$ cat src/rtl/cfe_pkg.sv
package cfe_pkg;
  typedef enum logic [1:0] {SRC_HP, SRC_LP, SRC_BAT} src_e;
  typedef enum logic [1:0] {ST_IDLE, ST_REQ, ST_DATA} st_e;
  localparam logic [2:0] CLS_CTRL = 3'b000;
  localparam logic [2:0] CLS_2D   = 3'b010;
  localparam logic [2:0] CLS_3D   = 3'b011;
  localparam logic [1:0] OP_CALL  = 2'b01;
  localparam logic [1:0] OP_RET   = 2'b10;
endpackage

$ cat src/rtl/cfe_ring_ptr.sv
module cfe_ring_ptr #(
  parameter int AW = 16,
  parameter int BURST = 4,
  parameter int LW = 3
) (
  input  logic          clk_i,
  input  logic          rst_ni,
  input  logic [AW-1:0] base_i,
  input  logic [AW-1:0] size_i,
  input  logic [AW-1:0] tail_i,
  input  logic          adv_i,
  output logic [AW-1:0] head_o,
  output logic [AW-1:0] addr_o,
  output logic [LW-1:0] len_o,
  output logic          nonempty_o
);
  logic [AW-1:0] head_q, run;

  always_ff @(posedge clk_i or negedge rst_ni)
    if (!rst_ni) head_q <= '0;
    else if (adv_i) head_q <= (head_q + 1'b1 == size_i) ? '0 : head_q + 1'b1;

  // contiguous words up to tail or wrap point, whichever is first
  always_comb begin
    run        = (tail_i >= head_q) ? tail_i - head_q : size_i - head_q;
    len_o      = (run > AW'(BURST)) ? LW'(BURST) : run[LW-1:0];
    nonempty_o = head_q != tail_i;
    addr_o     = base_i + head_q;
    head_o     = head_q;
  end
endmodule

$ cat src/rtl/cfe_fifo.sv
module cfe_fifo #(
  parameter int W = 33,
  parameter int DEPTH = 16,
  parameter int CW = 5
) (
  input  logic          clk_i,
  input  logic          rst_ni,
  input  logic          push_i,
  input  logic [W-1:0]  wdata_i,
  input  logic          ready_i,
  output logic          valid_o,
  output logic [W-1:0]  rdata_o,
  output logic [CW-1:0] count_o
);
  localparam int PW = $clog2(DEPTH);
  logic [W-1:0]  mem [DEPTH];
  logic [PW-1:0] wp_q, rp_q;
  logic [CW-1:0] cnt_q;
  logic          pop;

  assign valid_o = cnt_q != '0;
  assign pop     = valid_o && ready_i;
  assign rdata_o = mem[rp_q];
  assign count_o = cnt_q;

  always_ff @(posedge clk_i)
    if (push_i) mem[wp_q] <= wdata_i;

  always_ff @(posedge clk_i or negedge rst_ni)
    if (!rst_ni) begin
      wp_q  <= '0;
      rp_q  <= '0;
      cnt_q <= '0;
    end else begin
      if (push_i) wp_q <= wp_q + 1'b1;
      if (pop)    rp_q <= rp_q + 1'b1;
      cnt_q <= cnt_q + CW'(push_i) - CW'(pop);
    end
endmodule

$ cat src/rtl/cfe_fetch_ctl.sv
module cfe_fetch_ctl
  import cfe_pkg::*;
#(
  parameter int AW = 16,
  parameter int DW = 32,
  parameter int DEPTH = 16,
  parameter int BURST = 4,
  parameter int LW = 3,
  parameter int CW = 5
) (
  input  logic                clk_i,
  input  logic                rst_ni,
  input  logic [1:0]          en_i,
  input  logic [1:0]          nonempty_i,
  input  logic [1:0][AW-1:0]  ring_addr_i,
  input  logic [1:0][LW-1:0]  ring_len_i,
  input  logic [CW-1:0]       fifo_cnt_i,
  output logic [1:0]          adv_o,
  output logic                rd_req_o,
  output logic [AW-1:0]       rd_addr_o,
  output logic [LW-1:0]       rd_len_o,
  input  logic                rd_ack_i,
  input  logic                rd_vld_i,
  input  logic [DW-1:0]       rd_data_i,
  output logic                push_o,
  output logic [DW:0]         push_data_o,
  output logic                err_illegal_o,
  output logic                err_nest_o
);
  st_e           st_q;
  src_e          src_q;
  logic          in_bat_q, disc_q, ill_q, nest_q;
  logic [LW-1:0] beats_q, len_q;
  logic [AW-1:0] addr_q, bat_q;
  logic [2:0]    cls;
  logic [1:0]    op;
  logic          take, is_cmd, is_call, is_ret, last, room;

  always_comb begin
    cls     = rd_data_i[DW-1 -: 3];
    op      = rd_data_i[DW-4 -: 2];
    take    = (st_q == ST_DATA) && rd_vld_i && !disc_q;
    last    = (st_q == ST_DATA) && rd_vld_i && (beats_q == LW'(1));
    is_cmd  = (cls == CLS_2D) || (cls == CLS_3D);
    is_call = (cls == CLS_CTRL) && (op == OP_CALL);
    is_ret  = (cls == CLS_CTRL) && (op == OP_RET);
    room    = fifo_cnt_i <= CW'(DEPTH - BURST);
    push_o      = take && is_cmd;
    push_data_o = {cls == CLS_3D, rd_data_i};
    adv_o[0]    = take && (src_q == SRC_HP);
    adv_o[1]    = take && (src_q == SRC_LP);
    rd_req_o    = st_q == ST_REQ;
    rd_addr_o   = addr_q;
    rd_len_o    = len_q;
    err_illegal_o = ill_q;
    err_nest_o    = nest_q;
  end

  always_ff @(posedge clk_i or negedge rst_ni)
    if (!rst_ni) begin
      st_q     <= ST_IDLE;
      src_q    <= SRC_HP;
      in_bat_q <= 1'b0;
      disc_q   <= 1'b0;
      beats_q  <= '0;
      len_q    <= '0;
      addr_q   <= '0;
      bat_q    <= '0;
      ill_q    <= 1'b0;
      nest_q   <= 1'b0;
    end else begin
      ill_q  <= take && !is_cmd && !is_call && !(is_ret && src_q == SRC_BAT);
      nest_q <= take && is_call && (src_q == SRC_BAT);
      unique case (st_q)
        ST_IDLE: if (room) begin
          // one burst = one packet: arbitration and enables sampled here only
          if (in_bat_q) begin
            src_q <= SRC_BAT; addr_q <= bat_q; len_q <= LW'(BURST); st_q <= ST_REQ;
          end else if (en_i[0] && nonempty_i[0]) begin
            src_q <= SRC_HP; addr_q <= ring_addr_i[0]; len_q <= ring_len_i[0]; st_q <= ST_REQ;
          end else if (en_i[1] && nonempty_i[1]) begin
            src_q <= SRC_LP; addr_q <= ring_addr_i[1]; len_q <= ring_len_i[1]; st_q <= ST_REQ;
          end
        end
        ST_REQ: if (rd_ack_i) begin
          st_q    <= ST_DATA;
          beats_q <= len_q;
        end
        ST_DATA: if (rd_vld_i) begin
          beats_q <= beats_q - 1'b1;
          if (take) begin
            if (src_q == SRC_BAT) begin
              bat_q <= bat_q + 1'b1;
              if (is_ret) begin in_bat_q <= 1'b0; disc_q <= 1'b1; end
            end else if (is_call) begin
              bat_q <= rd_data_i[AW-1:0]; in_bat_q <= 1'b1; disc_q <= 1'b1;
            end
          end
          if (last) begin st_q <= ST_IDLE; disc_q <= 1'b0; end
        end
        default: st_q <= ST_IDLE;
      endcase
    end
endmodule

$ cat src/rtl/cmd_fetch_engine.sv
module cmd_fetch_engine #(
  parameter int AW = 16,
  parameter int DW = 32,
  parameter int DEPTH = 16,
  parameter int BURST = 4,
  localparam int LW = $clog2(BURST + 1),
  localparam int CW = $clog2(DEPTH + 1)
) (
  input  logic          clk_i,
  input  logic          rst_ni,
  input  logic          hp_en_i,
  input  logic [AW-1:0] hp_base_i,
  input  logic [AW-1:0] hp_size_i,
  input  logic [AW-1:0] hp_tail_i,
  output logic [AW-1:0] hp_head_o,
  input  logic          lp_en_i,
  input  logic [AW-1:0] lp_base_i,
  input  logic [AW-1:0] lp_size_i,
  input  logic [AW-1:0] lp_tail_i,
  output logic [AW-1:0] lp_head_o,
  output logic          rd_req_o,
  output logic [AW-1:0] rd_addr_o,
  output logic [LW-1:0] rd_len_o,
  input  logic          rd_ack_i,
  input  logic          rd_vld_i,
  input  logic [DW-1:0] rd_data_i,
  output logic          cmd_valid_o,
  input  logic          cmd_ready_i,
  output logic [DW-1:0] cmd_word_o,
  output logic          cmd_3d_o,
  output logic          err_illegal_o,
  output logic          err_nest_o
);
  logic [1:0][AW-1:0] base_a, size_a, tail_a, head_a, addr_a;
  logic [1:0][LW-1:0] len_a;
  logic [1:0]         ne_a, adv_a, en_a;
  logic               push;
  logic [DW:0]        push_data, fifo_out;
  logic [CW-1:0]      fifo_cnt;

  assign base_a = {lp_base_i, hp_base_i};
  assign size_a = {lp_size_i, hp_size_i};
  assign tail_a = {lp_tail_i, hp_tail_i};
  assign en_a   = {lp_en_i, hp_en_i};
  assign hp_head_o = head_a[0];
  assign lp_head_o = head_a[1];

  for (genvar g = 0; g < 2; g++) begin : g_ring
    cfe_ring_ptr #(.AW(AW), .BURST(BURST), .LW(LW)) u_ptr (
      .clk_i, .rst_ni,
      .base_i(base_a[g]), .size_i(size_a[g]), .tail_i(tail_a[g]),
      .adv_i(adv_a[g]), .head_o(head_a[g]), .addr_o(addr_a[g]),
      .len_o(len_a[g]), .nonempty_o(ne_a[g])
    );
  end

  cfe_fetch_ctl #(.AW(AW), .DW(DW), .DEPTH(DEPTH), .BURST(BURST), .LW(LW), .CW(CW)) u_ctl (
    .clk_i, .rst_ni,
    .en_i(en_a), .nonempty_i(ne_a), .ring_addr_i(addr_a), .ring_len_i(len_a),
    .fifo_cnt_i(fifo_cnt), .adv_o(adv_a),
    .rd_req_o, .rd_addr_o, .rd_len_o, .rd_ack_i, .rd_vld_i, .rd_data_i,
    .push_o(push), .push_data_o(push_data),
    .err_illegal_o, .err_nest_o
  );

  cfe_fifo #(.W(DW + 1), .DEPTH(DEPTH), .CW(CW)) u_fifo (
    .clk_i, .rst_ni,
    .push_i(push), .wdata_i(push_data), .ready_i(cmd_ready_i),
    .valid_o(cmd_valid_o), .rdata_o(fifo_out), .count_o(fifo_cnt)
  );

  assign cmd_3d_o   = fifo_out[DW];
  assign cmd_word_o = fifo_out[DW-1:0];
endmodule

$ cat config.mk
export PLATFORM = sky130hd
export DESIGN_NAME = cmd_fetch_engine
export DESIGN_NICKNAME = d
export VERILOG_FILES = /design/src/rtl/cfe_pkg.sv /design/src/rtl/cfe_ring_ptr.sv /design/src/rtl/cfe_fifo.sv /design/src/rtl/cfe_fetch_ctl.sv /design/src/rtl/cmd_fetch_engine.sv
export SDC_FILE = /design/constraint.sdc
export NUM_CORES = 1
export LEC_CHECK = 0
export CORE_MARGIN = 4
export CORE_UTILIZATION = 56
export DETAILED_ROUTE_END_ITERATION = 8
export GPL_TIMING_DRIVEN = 0
export PLACE_DENSITY_LB_ADDON = 0.12
export SLEW_MARGIN = 20
export SYNTH_ARGS = -nofsm -noshare
export SYNTH_HDL_FRONTEND = slang
export SYNTH_SLANG_ARGS = --single-unit
$ cat constraint.sdc
create_clock -name clk_i -period 4.6 [get_ports clk_i]
set_clock_uncertainty 0.15 [all_clocks]
set_input_delay 1.38 -clock clk_i [delete_from_list [all_inputs] [get_ports clk_i]]
set_output_delay 1.38 -clock clk_i [all_outputs]
set_load 0.01 [all_outputs]
* Word-level counts from Yosys, hierarchy flattened
Memory sizes are Yosys's and may differ from the RTL's.
Cells that the tools add are included.
** Operators by class
- Equal/unequal tests :: 20
- Muxes and demuxes :: 36
- Add/sub/neg operators :: 14
- Reductions and logical operators :: 37
- Magnitude comparators :: 5
** Operator list (number)
- 2-to-1 mux 16 bit :: 9
- subtractor 16 bit :: 4
- adder 16 x 1 -> 16 bit, second input constant :: 3
- adder 16 bit :: 2
- == test 16 bit :: 2
- >= comparator 16 bit :: 2
- greater-than comparator 16 x 3 -> 1 bit, second input constant :: 2
- inequality test 16 bit :: 2
- 2-to-1 mux 3 bit :: 7
- 2-to-1 mux 2 bit :: 9
- logical AND 1 bit :: 17
- AND reduction 5 bit :: 3
- 2-to-1 mux 1 bit :: 9
- adder 4 x 1 -> 4 bit, second input constant :: 2
- inequality test 2 x 1 -> 1 bit, second input constant :: 4
- == test 2 x 1 -> 1 bit, second input constant :: 3
- == test 2 bit, second input constant :: 3
- == test 3 x 2 -> 1 bit, second input constant :: 2
- one-hot mux 2 bit (3 select lines) :: 1
- one-hot mux 3 bit (2 select lines) :: 1
- AND reduction 3 bit :: 2
- nonzero test 2 bit :: 3
- nonzero test 3 bit :: 2
- adder 5 x 1 -> 5 bit :: 1
- other kinds (13) :: 17
** Word-level totals
- Bits in writable memories :: 528
- Word-level logic and storage cells :: 128
- Memories kept :: 1
- Output and inout port bits :: 88
- Register bits after elaboration :: 91
- Input bits :: 135
** Memory list
- u_fifo.mem :: depth 16, bits a word 33, read ports 1, clocked after memory_dff 0, wr ports 1, line cfe_fifo.sv:16 : logic [W-1:0] mem [DEPTH];

* Longest topological paths before layout
- Word-level depth :: 7
- Depth in mapped cells :: 15
- Depth with buffers taken out :: 14

* Hierarchy
Synthesis repeated with hierarchy kept, for this count alone.
** Unflattened totals
- Cell total of the unflattened synthesis :: 2173
- Area total of the unflattened synthesis :: 30686.9 um2
** Modules (own cells, without submodules)
- cfe_fifo :: area an instance 20528.4 um2, seq. area each 16180.5 um2, cells each 896, instances 1
- cfe_ring_ptr :: area an instance 3515.9 um2, seq. area each 400.4 um2, cells each 474, instances 2
- cfe_fetch_ctl :: area an instance 3126.7 um2, seq. area each 1151.1 um2, cells each 329, instances 1

* Worst setup path before layout
Ideal clock, no wire load.
- Path type :: input to register
- From :: input port rd_vld_i
- To :: memory u_fifo.mem[3][0] (enable)
- Arrival time :: 4581 ps
- Data required time :: 3986 ps
- Setup slack :: -596 ps
- Setup time :: 464 ps
- Buffers on the path :: 1
- Stages on the path :: 6
- Path through :: nand3b_1 nor2_1 and3_1 clkbuf_1 nand2_1 nor3_1
** Between the ends
- Word-level cells in the longest chain between the ends :: 5
** RTL lines
- start, declared :: line cmd_fetch_engine.sv:25 : input logic rd_vld_i,
- logical AND 1 bit (2 in a row) :: line cfe_fetch_ctl.sv:42 : take = (st_q == ST_DATA) && rd_vld_i && !disc_q;
- logical AND 1 bit :: line cfe_fetch_ctl.sv:48 : push_o = take && is_cmd;
- via push :: line cmd_fetch_engine.sv:37 : logic push;
- 2-to-1 mux 1 bit :: line cfe_fifo.sv:27 : if (push_i) mem[wp_q] <= wdata_i;
- 2-to-1 mux 1 bit (implied by the code) :: line cfe_fifo.sv:27
- end, declared :: line cfe_fifo.sv:16
The timed path passes the listed nets, and every way through them passes these cells.

* Final worst setup path
- From :: register u_fifo.rp_q[0]
- To :: output port cmd_word_o[30]
** Between the ends
- Word-level cells in the longest chain between the ends :: 1
** RTL lines
- start, declared :: line cfe_fifo.sv:17 : logic [PW-1:0] wp_q, rp_q;
- start signal, assigned :: line cfe_fifo.sv:36 : if (pop) rp_q <= rp_q + 1'b1;
- memory read (16 x 33 bit)
- end, declared :: line cmd_fetch_engine.sv:29 : output logic [DW-1:0] cmd_word_o,
No other way between the ends.

==> run metrics <==
slowest CP cell mux4_2; Simple-Gate Fraction of Synth Area 0.0800; final critical-path setup slack 0.0542 ns; Area Growth Syn to Fin 21.0%; Hold Path Class reg2reg; Bufs on Longest Clock Path 3; Tot Pwr 18.2 mW; DR WL/cell 26.5 um; Layout Nets 2687; grt ovf 0; io pins 223; YS warnings 0; crit-path most repeated cell mux4_2; Max Fclk 220 MHz; vias per cell ~6.4; Synth Cell Area approximately 0.031 sq mm; TritonCTS clock tree done; Die Area 0.0583 sq mm; Port Buf Inserts 222; Die Y 241 um; Initial Utilization 0.566; Slew Limit Fails 0; Compound-Gate Fraction of Synth Area 0.0917; TritonCTS buffer count 61; Worst setup EP type output port; clock sinks between 600 and 700; Post-synth EDFFs roughly 530; endpoints failing setup 0; latest clock arrival within the worst-skew pair 0.63 ns; post-DP HPWL just under 60000 um; relative slew slack 0.447; startpoint class of the critical path flop; drt drc 0; Worst Path Max Fanout 10; Critical Path RT a little over 3 ns; Core Area about 0.054 sq mm; Post-Synthesis Cells 2109; static leakage approximately 13 nW; Arr. time, crit path 3.02 ns; Setup CP Type reg2out; root buf cell clkbuf_16; crit path time final 4.55 ns; VDD IR max 384 uV; synthesis-stage register bit count 619; Tot GR Track Use 0.290; Final Wtd Congestion 0.945; initial DRC count 2022; Fin. Hold Viols 0; clock slew at reported path FFs 0.06 ns; largest family of logic cells by synthesized area multiplexers; Max Cap Viol 0; initial antenna violation count 3; vias in the first global route 20452; most frequent cells in the layout edfxtp_1, clkdlybuf4s50_1, mux4_2; first-pass GRT wire length ~130000 um; average size of a mapped cell 14.5 sq um; post-synthesis net count 2361; drt pass-1 iters 5; largest net degree at the start of global routing between 50 and 60; commonest non-fill, non-tap cell in the layout edfxtp_1; detailed-route via count 20443; XOR/XNOR Fraction of Synth Area 0.0292; status finished clean; htree depth 2; Filler cells 3644; final hold slack approximately 0.37 ns; RSZ-0062 raised after global routing false; PD cells approximately 490 mW/mm^2; top_reg_cell synth edfxtp_1; critical-path cell list clkbuf_16, buf_12, mux4_2, mux4_2, clkdlybuf4s50_1; Die X 241 um; Seq/Total Area, Yosys 0.594; Synth cell types 88; Post-Synth Adder-Cell Area 0.0497; Worst-Margin Slew 0.819 ns; Total Wirelength 84200 um; # hold bufs at CTS 0; fin crit share 0.988; fraction of registers with async set/reset 0.147; share of cells above drive strength 1 0.170; mux cell area share after synthesis 0.132; crit-path max cell delay 0.51 ns; Setup WS pre-CTS -0.926 ns; Antenna Nets Post-Route 0; Rows 85
routing by layer:
| layer | part of all wire | GRT usage | up-vias |
|---|---|---|---|
| met5 | 0.00028 | 0 | - |
| met4 | 0.029 | 0.0822 | 4 |
| met3 | 0.077 | 0.0525 | 144 |
| met2 | 0.49 | 0.479 | 999 |
| met1 | 0.41 | 0.402 | 10323 |
| li1 | - | - | 8973 |
state kept, by name, summed over array words and instances (netlist names):
name / count
u_fifo.mem: 528
g_ring.u_ptr.head_o: 32
u_ctl.bat_q: 16
u_ctl.rd_addr_o: 16
u_fifo.count_o: 5
u_fifo.rp_q: 4
u_fifo.wp_q: 4
u_ctl.beats_q: 3
u_ctl.rd_len_o: 3
u_ctl.src_q: 2
u_ctl.st_q: 2
u_ctl.disc_q: 1
u_ctl.err_illegal_o: 1
u_ctl.err_nest_o: 1
u_ctl.in_bat_q: 1
per-stage QoR:
stage               instances  instance area [sq um]   util  setup TNS (ns)
global route             3183                  36900  0.685               0
CTS                      3177                  36800  0.683          -0.233
floorplan                2109                  30500      -               0
global placement         3027                  33600  0.624        -1239.41
detailed placement       3059                  34500  0.640          -45.65
finish                   3184                  36900  0.685               0
critical path: cells and delay by family (launching register included):
| kind | cells | cell delay, ns |
|---|---|---|
| buf+inv | 3 | 0.92 |
| flops | 1 | 0.46 |
| mux | 2 | 1.02 |
kinds of logic after synthesis:
logic type,count (synthesis)
multiplexers,195
XOR/XNOR,100
adder cells (fa/ha/maj),117
AND/OR/NAND/NOR,464
AO/OA/AOI/OAI,438
flip-flops,619
buffers and inverters,176
final cells by class:
| class | instances | area (sq um) | area share |
|---|---|---|---|
| multi-input combinational | 1314 | 11900 | 0.321 |
| timing repair buffer | 266 | 3050 | 0.0826 |
| clock buffer | 73 | 1600 | 0.0434 |
| antenna | 2 | 5.00 | 0.000136 |
| sequential | 619 | 18100 | 0.491 |
| buffer | 79 | 633 | 0.0171 |
| inverter | 94 | 353 | 0.00955 |
| tap | 696 | 871 | 0.0236 |
| clock inverter | 41 | 425 | 0.0115 |
worst paths after layout:
check | start | end | slack (ns) | depth (start not counted)
setup reg to reg | g_ring[0].u_ptr.head_o[6]$_DFFE_PN0P_ | u_ctl.rd_len_o[2]$_DFFE_PN0P_ | 0.43 | 12
hold reg to reg | u_ctl.beats_q[2]$_DFFE_PN0P_ | u_ctl.beats_q[2]$_DFFE_PN0P_ | 0.37 | 1
max in group asynchronous | rst_ni | u_fifo.rp_q[2]$_DFFE_PN0P_ | 3.17 | 2
min in group asynchronous | rst_ni | g_ring[1].u_ptr.head_o[3]$_DFFE_PN0P_ | 0.49 | 1
setup / recovery | u_fifo.rp_q[0]$_DFFE_PN0P_ | cmd_word_o[30] | 0.05 | 5
hold / removal | u_ctl.beats_q[2]$_DFFE_PN0P_ | u_ctl.beats_q[2]$_DFFE_PN0P_ | 0.37 | 1
synth_stat cells, drive strengths merged, types with 7 or more instances:
cell type,number,area share
edfxtp,528,0.52
mux4,165,0.12
a21oi,123,0.020
o21ai,121,0.021
ha,110,0.045
nand2,107,0.013
nor2,107,0.013
inv,94,0.012
dfrtp,91,0.075
xnor2,65,0.019
clkbuf,52,0.0064
nor3,46,0.0082
nand3,38,0.0067
xor2,35,0.011
a21o,30,0.0074
buf,30,0.0054
o31ai,27,0.0074
nand2b,25,0.0051
and3,24,0.0050
mux2i,24,0.0079
nor2b,19,0.0039
nand4,18,0.0037
a211oi,17,0.0042
a31oi,16,0.0033
or3,15,0.0034
nor4,14,0.0048
o22ai,13,0.0027
o21a,11,0.0027
o41ai,11,0.0032
and2,9,0.0018
o21bai,9,0.0022
fa,7,0.0046
nand3b,7,0.0017
or2,7,0.0014
timing repair:
| action | 4_1_cts | 5_1_grt |
|---|---|---|
| hold endpoints to repair | 0 | 0 |
| setup endpoints to repair | 36 | 31 |
| cloned | 0 | 0 |
| buffers inserted | 7 | 5 |
| resized for setup | 137 | 30 |
where the power goes:
part / leakage [nW] / internal [mW] / total (mW) / switching [mW]
clock: 0.980 / 2.84 / 5.01 / 2.17
combinational: 6.09 / 3.22 / 6.41 / 3.19
sequential: 5.92 / 6.38 / 6.75 / 0.375
Power figures use the tool's default switching activity.
